<file path="src/rtl/postq_pkg.sv">
package postq_pkg;

    typedef enum logic {
        ACK_OK  = 1'b0,
        ACK_ERR = 1'b1
    } ack_code_e;

    // next position on a ring of n places
    function automatic int inc_wrap(input int idx, input int n);
        return (idx >= n - 1) ? 0 : idx + 1;
    endfunction

endpackage

</file>
<file path="src/rtl/postq_ring_pick.sv">
module postq_ring_pick #(
    parameter int NSLOT = 8,
    localparam int SW = $clog2(NSLOT)
) (
    input  logic [NSLOT-1:0] occ,
    input  logic [SW-1:0]    start,
    output logic             found,
    output logic [SW-1:0]    pick
);
    int p;

    // walk backwards so the slot nearest to start wins
    always_comb begin
        found = 1'b0;
        pick  = '0;
        p     = 0;
        for (int k = NSLOT - 1; k >= 0; k--) begin
            p = int'(start) + k;
            if (p >= NSLOT) p = p - NSLOT;
            if (occ[p]) begin
                found = 1'b1;
                pick  = SW'(p);
            end
        end
    end

endmodule

</file>
<file path="src/rtl/postq_slot_store.sv">
module postq_slot_store
    import postq_pkg::*;
#(
    parameter int NSLOT = 8,
    parameter int EW    = 128,
    localparam int SW   = $clog2(NSLOT)
) (
    input  logic             clk,
    input  logic             rst_n,
    input  logic             wr_valid,
    input  logic [SW-1:0]    wr_slot,
    input  logic [EW-1:0]    wr_data,
    input  logic             take,
    input  logic [SW-1:0]    take_slot,
    output logic [EW-1:0]    take_data,
    output logic [NSLOT-1:0] occ,
    output logic [SW-1:0]    cons_idx,
    output logic             ack_valid,
    output logic             ack_err,
    output logic [SW-1:0]    ack_slot
);
    typedef struct packed {
        logic [NSLOT-1:0]         vld;
        logic [NSLOT-1:0][EW-1:0] ent;
        logic [SW-1:0]            prod;
        logic [SW-1:0]            cons;
        logic                     ack_v;
        ack_code_e                ack_e;
        logic [SW-1:0]            ack_s;
    } store_t;

    store_t st_d, st_q;
    logic   accept;

    always_comb begin
        st_d   = st_q;
        accept = wr_valid && (wr_slot == st_q.prod) && !st_q.vld[wr_slot];

        st_d.ack_v = wr_valid;
        st_d.ack_s = wr_slot;
        st_d.ack_e = accept ? ACK_OK : ACK_ERR;

        if (accept) begin
            st_d.vld[wr_slot] = 1'b1;
            st_d.ent[wr_slot] = wr_data;
            st_d.prod         = SW'(inc_wrap(int'(st_q.prod), NSLOT));
        end

        if (take) begin
            st_d.vld[take_slot] = 1'b0;
            st_d.cons           = SW'(inc_wrap(int'(take_slot), NSLOT));
        end
    end

    always_ff @(posedge clk) begin
        if (!rst_n) st_q <= '0;
        else        st_q <= st_d;
    end

    assign take_data = st_q.ent[take_slot];
    assign occ       = st_q.vld;
    assign cons_idx  = st_q.cons;
    assign ack_valid = st_q.ack_v;
    assign ack_err   = (st_q.ack_e == ACK_ERR);
    assign ack_slot  = st_q.ack_s;

endmodule

</file>
<file path="src/rtl/postq_local_fifo.sv">
module postq_local_fifo
    import postq_pkg::*;
#(
    parameter int DEPTH = 4,
    parameter int W     = 128,
    localparam int PW   = (DEPTH > 1) ? $clog2(DEPTH) : 1,
    localparam int CW   = $clog2(DEPTH + 1)
) (
    input  logic         clk,
    input  logic         rst_n,
    input  logic         push,
    input  logic [W-1:0] push_data,
    input  logic         pop,
    output logic         out_valid,
    output logic [W-1:0] out_data,
    output logic         full
);
    typedef struct packed {
        logic [DEPTH-1:0][W-1:0] mem;
        logic [PW-1:0]           wr;
        logic [PW-1:0]           rd;
        logic [CW-1:0]           cnt;
    } fifo_t;

    fifo_t f_d, f_q;
    logic  do_push, do_pop;

    always_comb begin
        f_d     = f_q;
        do_push = push && (f_q.cnt != CW'(DEPTH));
        do_pop  = pop && (f_q.cnt != '0);

        if (do_push) begin
            f_d.mem[f_q.wr] = push_data;
            f_d.wr          = PW'(inc_wrap(int'(f_q.wr), DEPTH));
        end
        if (do_pop) begin
            f_d.rd = PW'(inc_wrap(int'(f_q.rd), DEPTH));
        end
        case ({do_push, do_pop})
            2'b10:   f_d.cnt = f_q.cnt + 1'b1;
            2'b01:   f_d.cnt = f_q.cnt - 1'b1;
            default: f_d.cnt = f_q.cnt;
        endcase
    end

    always_ff @(posedge clk) begin
        if (!rst_n) f_q <= '0;
        else        f_q <= f_d;
    end

    assign out_valid = (f_q.cnt != '0);
    assign out_data  = f_q.mem[f_q.rd];
    assign full      = (f_q.cnt == CW'(DEPTH));

endmodule

</file>
<file path="src/rtl/postq_receiver.sv">
module postq_receiver #(
    parameter int NSLOT    = 8,
    parameter int WORDS    = 4,
    parameter int WORD_W   = 32,
    parameter int LQ_DEPTH = 4,
    localparam int SW      = $clog2(NSLOT),
    localparam int EW      = WORDS * WORD_W
) (
    input  logic          clk,
    input  logic          rst_n,
    input  logic          wr_valid,
    input  logic [SW-1:0] wr_slot,
    input  logic [EW-1:0] wr_data,
    output logic          ack_valid,
    output logic          ack_err,
    output logic [SW-1:0] ack_slot,
    input  logic          poll_en,
    output logic          lq_valid,
    output logic [EW-1:0] lq_data,
    input  logic          lq_pop
);
    logic [NSLOT-1:0] slot_valid;
    logic [SW-1:0]    cons_idx;
    logic             found;
    logic [SW-1:0]    pick;
    logic             take;
    logic [EW-1:0]    take_data;
    logic             lq_full;

    assign take = poll_en && found && !lq_full;

    postq_slot_store #(.NSLOT(NSLOT), .EW(EW)) u_store (
        .clk       (clk),
        .rst_n     (rst_n),
        .wr_valid  (wr_valid),
        .wr_slot   (wr_slot),
        .wr_data   (wr_data),
        .take      (take),
        .take_slot (pick),
        .take_data (take_data),
        .occ       (slot_valid),
        .cons_idx  (cons_idx),
        .ack_valid (ack_valid),
        .ack_err   (ack_err),
        .ack_slot  (ack_slot)
    );

    postq_ring_pick #(.NSLOT(NSLOT)) u_pick (
        .occ   (slot_valid),
        .start (cons_idx),
        .found (found),
        .pick  (pick)
    );

    postq_local_fifo #(.DEPTH(LQ_DEPTH), .W(EW)) u_lq (
        .clk       (clk),
        .rst_n     (rst_n),
        .push      (take),
        .push_data (take_data),
        .pop       (lq_pop),
        .out_valid (lq_valid),
        .out_data  (lq_data),
        .full      (lq_full)
    );

endmodule

</file>
<file path="config.mk">
export PLATFORM = sky130hd
export DESIGN_NAME = postq_receiver
export DESIGN_NICKNAME = d
export VERILOG_FILES = /design/src/rtl/postq_pkg.sv /design/src/rtl/postq_ring_pick.sv /design/src/rtl/postq_slot_store.sv /design/src/rtl/postq_local_fifo.sv /design/src/rtl/postq_receiver.sv
export SDC_FILE = /design/constraint.sdc
export NUM_CORES = 2
export LEC_CHECK = 0
export ABC_AREA = 1
export BUFFER_PORTS_ARGS = -buffer_cell sky130_fd_sc_hd__buf_2
export CAP_MARGIN = 20
export CORE_MARGIN = 5
export CORE_UTILIZATION = 38
export DETAILED_ROUTE_END_ITERATION = 16
export PLACE_DENSITY_LB_ADDON = 0.2
export RECOVER_POWER = 25
export SLEW_MARGIN = 20
export SYNTH_ARGS = -nofsm -noshare
export SYNTH_HDL_FRONTEND = slang
export SYNTH_SLANG_ARGS = --single-unit
</file>
<file path="constraint.sdc">
create_clock -name clk -period 2.9 [get_ports clk]
set_input_delay 0.435 -clock clk [delete_from_list [all_inputs] [get_ports clk]]
set_output_delay 0.435 -clock clk [all_outputs]
set_load 0.01 [all_outputs]
</file>
==> results.md <==
- Status: finished, violations left
- Failing checks: max-capacitance violations, max-slew violations, negative setup slack
- Die ar.: about 180000 um2
- Setup crit end: u_lq.f_q[351]
- Vias: around 68k
- Most frequent cells in the layout: nor2_1, nand2_1, o21ai_0
- Bufs on Longest Clock Path: 3
- GR Layer Usage met3: approximately 3.7%
- CP Capture Type: flop
- WS Path Type: reg -> reg
- Share of the synthesized area in the top cell type: a little under half
- Worst Path Max Fanout: 17
- Worst Reg-to-Reg Cells: 21
- R2R Setup Slk: -0.09 ns
- Final WS setup: -0.0862 ns
- Reg clk slew, reported paths: roughly 0.060 ns
- Chip height: between 400 and 500 um
- Seq cells post-synth: approximately 1.6k
- Final nets: just over 10k
- Critical Path AT: roughly 3.7 ns
- Worst Skew: 0.0250 ns
- Fin util: 47.4%
- Tightest Pin Transition: between 1.5 and 2 ns
- Setup Viol. Count Final: 381
- Filler Cell Count: ~18k
- CTS tree: yes
- Worst hold path class: in -> reg
- Mapped Cells: 9818
- Root Buffer: clkbuf_16
- Reg-to-reg endpoint: u_lq.f_q[351]
- Leading area contributor after synthesis: dfxtp_1
- I/O Pins: 270
- Maximum vdd drop: 0.00128 V
- Largest net degree at the start of global routing: 145
- Max-slew headroom: -7.00%
- DRT iter0 DRCs: 6626
- Yosys warns: 0
- Drt drc: 0
- Area contributors post-synth: dfxtp_1, nor2_1, o21ai_0
- Layout Cells excl Fill: ~13k
- All-Layer GR Usage: between 20% and 30%
- Static Leak: 0.0356 uW
- Dpl hpwl: 147000 um
- Die width: roughly 430 um
- Seq/Total Area, Yosys: between 40% and 50%
- Most Crowded Layer GR: met2
- Final min period: roughly 3.0 ns
- Max_cap viols: 1
- CTS buffer count: 170
- First-pass GRT wire length: 385000 um
- Layout area overhead: 24.4%
- Share of cells above drive strength 1: 13.3%
- Cell Area, Synth: 67000 um2
- Antenna violations before repair: 25
- Post-Syn Nets: roughly 10k
- Vias per inst: 5.36
- Unique masters post-synth: 33
- Synth Area per Inst: just under 7 um2
- Vias in the first global route: ~62k
- Unrepaired setup endpoints after global routing: yes
- Placer Congestion: ~0.83
- Startpoint types: flop
- CTS sink count: roughly 1.6k
- Setup_tns: -10.67 ns
- GR Overflow Total: 0
- Final hold vios: 0
- Starting Density: 38.1%
- CP required: approximately 3.6 ns
- Worst Setup SP: u_store.cons_idx[1]
- First-pass DRT Iterations: 6
- Antenna viol nets, final: 0
- Worst skew pair latency: around 0.82 ns
- PortBufs: around 270
- Max-slew violations: between 40 and 50
- CTS H-tree depth: 4
- Num rows: ~150
- Met2 usage: between 40% and 50%
- Avg WL per Cell: 20.5 um
- Core area: about 180000 um2
- Routed wire length: 258000 um
- P per Cell Area: 1160 nW/um2
- FMAX: between 300 and 400 MHz
- Inst Count DP: between 10k and 15k
- Reg2reg start: u_store.cons_idx[1]
- Leading cell type in the layout, fill and taps excluded: nor2_1
- Period utilisation layout: 103%
- GR Util met1: about a third
[cell usage after synthesis]
cell type,instances
inv_1,46
o21ai_1,144
a221oi_1,2
buf_2,197
nand3_2,1
inv_2,10
inv_4,1
a22o_1,2
o31ai_1,1
a2111oi_0,1
buf_6,4
ha_1,12
xnor2_1,2
dfxtp_1,1562
a21oi_2,2
clkbuf_1,578
nor3_1,8
nor2_1,2315
nand2_1,1992
buf_4,20
nor2_2,129
xor2_1,3
nand2_2,6
a211oi_1,2
fa_1,1
a31oi_1,4
nor4_1,1
buf_1,14
o22ai_1,128
nand4_1,1
nand3_1,553
o21ai_0,1669
a21oi_1,407
[worst max-delay path, cell delays in order (launching register included)]
cell and delay [ns]:
dfxtp_4 0.37, inv_4 0.04, ha_4 0.33, nand3_2 0.16, nand3_2 0.14, nand2_4 0.07, buf_4 0.13, a21oi_1 0.13
nand2_1 0.07, nand2_1 0.05, nand2_1 0.04, nand2_1 0.07, nand2_2 0.07, nand2_2 0.13, nor2_4 0.05, buf_12 0.14
buf_12 0.15, buf_12 0.17, nand2_1 0.09, nand2_2 0.07, nor2_4 0.25, a21oi_1 0.10
[power by group]
part,internal (uW),switching [uW],leakage [uW]
clock,12700,9100,0.00274
sequential,23100,782,0.0126
combinational,19800,31000,0.0203
[metal layers]
layer,part of all wire [%],vias up
met4,3.1,10
li1,-,32600
met1,43,32000
met3,6.7,452
met2,47,2446
met5,0.019,-
[cell type report]
cell class	instances	area (um2)	area share, %
Multi-Input combinational cell	7386	33300	39.9
Sequential cell	1562	31300	37.6
Timing Repair Buffer	933	9970	12.0
Clock buffer	251	5080	6.10
Tap cell	2340	2930	3.51
Clock inverter	42	449	0.539
Inverter	57	270	0.324
Antenna cell	15	37.5	0.0451
Timing Repair inverter	2	17.5	0.0210
[worst min-delay path by stage]
stage / startpoint / endpoint / slack, ns / cells after the start
finish: rst_n / u_store.st_q[525] / 0.10 / 3
global route: rst_n / u_store.st_q[9] / 0.09 / 3
CTS: rst_n / u_store.st_q[10] / 0.05 / 3
detailed placement: u_lq.f_q[408] / u_lq.f_q[408] / 0.45 / 2
global placement: u_lq.f_q[409] / u_lq.f_q[409] / 0.44 / 2
floorplan: u_lq.f_q[391] / u_lq.f_q[391] / 0.44 / 2
[state kept, by name, summed over array words and instances (netlist names)]
register	count
u_store.occ	8
u_store.ack_valid	1
u_store.ack_err	1
u_store.st_q	1027
u_store.cons_idx	3
u_lq.f_q	519
u_store.ack_slot	3
[timing repair]
item,in CTS,in global routing
pin swaps,17,52
hold buffers,133,0
cloned,14,21
endpoints found under the setup margin,599,524
resized for setup,111,225
setup buffers,49,12
endpoints found under the hold margin,982,0
[metrics by stage]
| step | hold slack [ns] | total power (uW) | cell area (um2) | setup slack [ns] |
|---|---|---|---|---|
| floorplan | 0.435 | 42900 | 67000 | 0.0763 |
| global placement | 0.442 | 64800 | 73700 | -0.253 |
| detailed placement | 0.448 | 64900 | 73700 | -0.240 |
| CTS | 0.0462 | 91300 | 82000 | -0.0250 |
| global route | 0.0858 | 99900 | 83300 | -0.222 |
| finish | 0.104 | 96500 | 83300 | -0.0862 |
[cells by family (layout without fill, tap and decap cells)]
family | Yosys count | count (layout) | synth area share, %
other cells | 0 | 15 | 0
xor+xnor | 5 | 5 | 0.0654
compound gates | 2362 | 2362 | 17.9
fa+ha+maj | 13 | 13 | 0.254
simple gates | 5006 | 5006 | 29.6
buf+inv | 870 | 1285 | 5.41
flops | 1562 | 1562 | 46.7
Note: power is estimated with default switching activity, not from simulation.
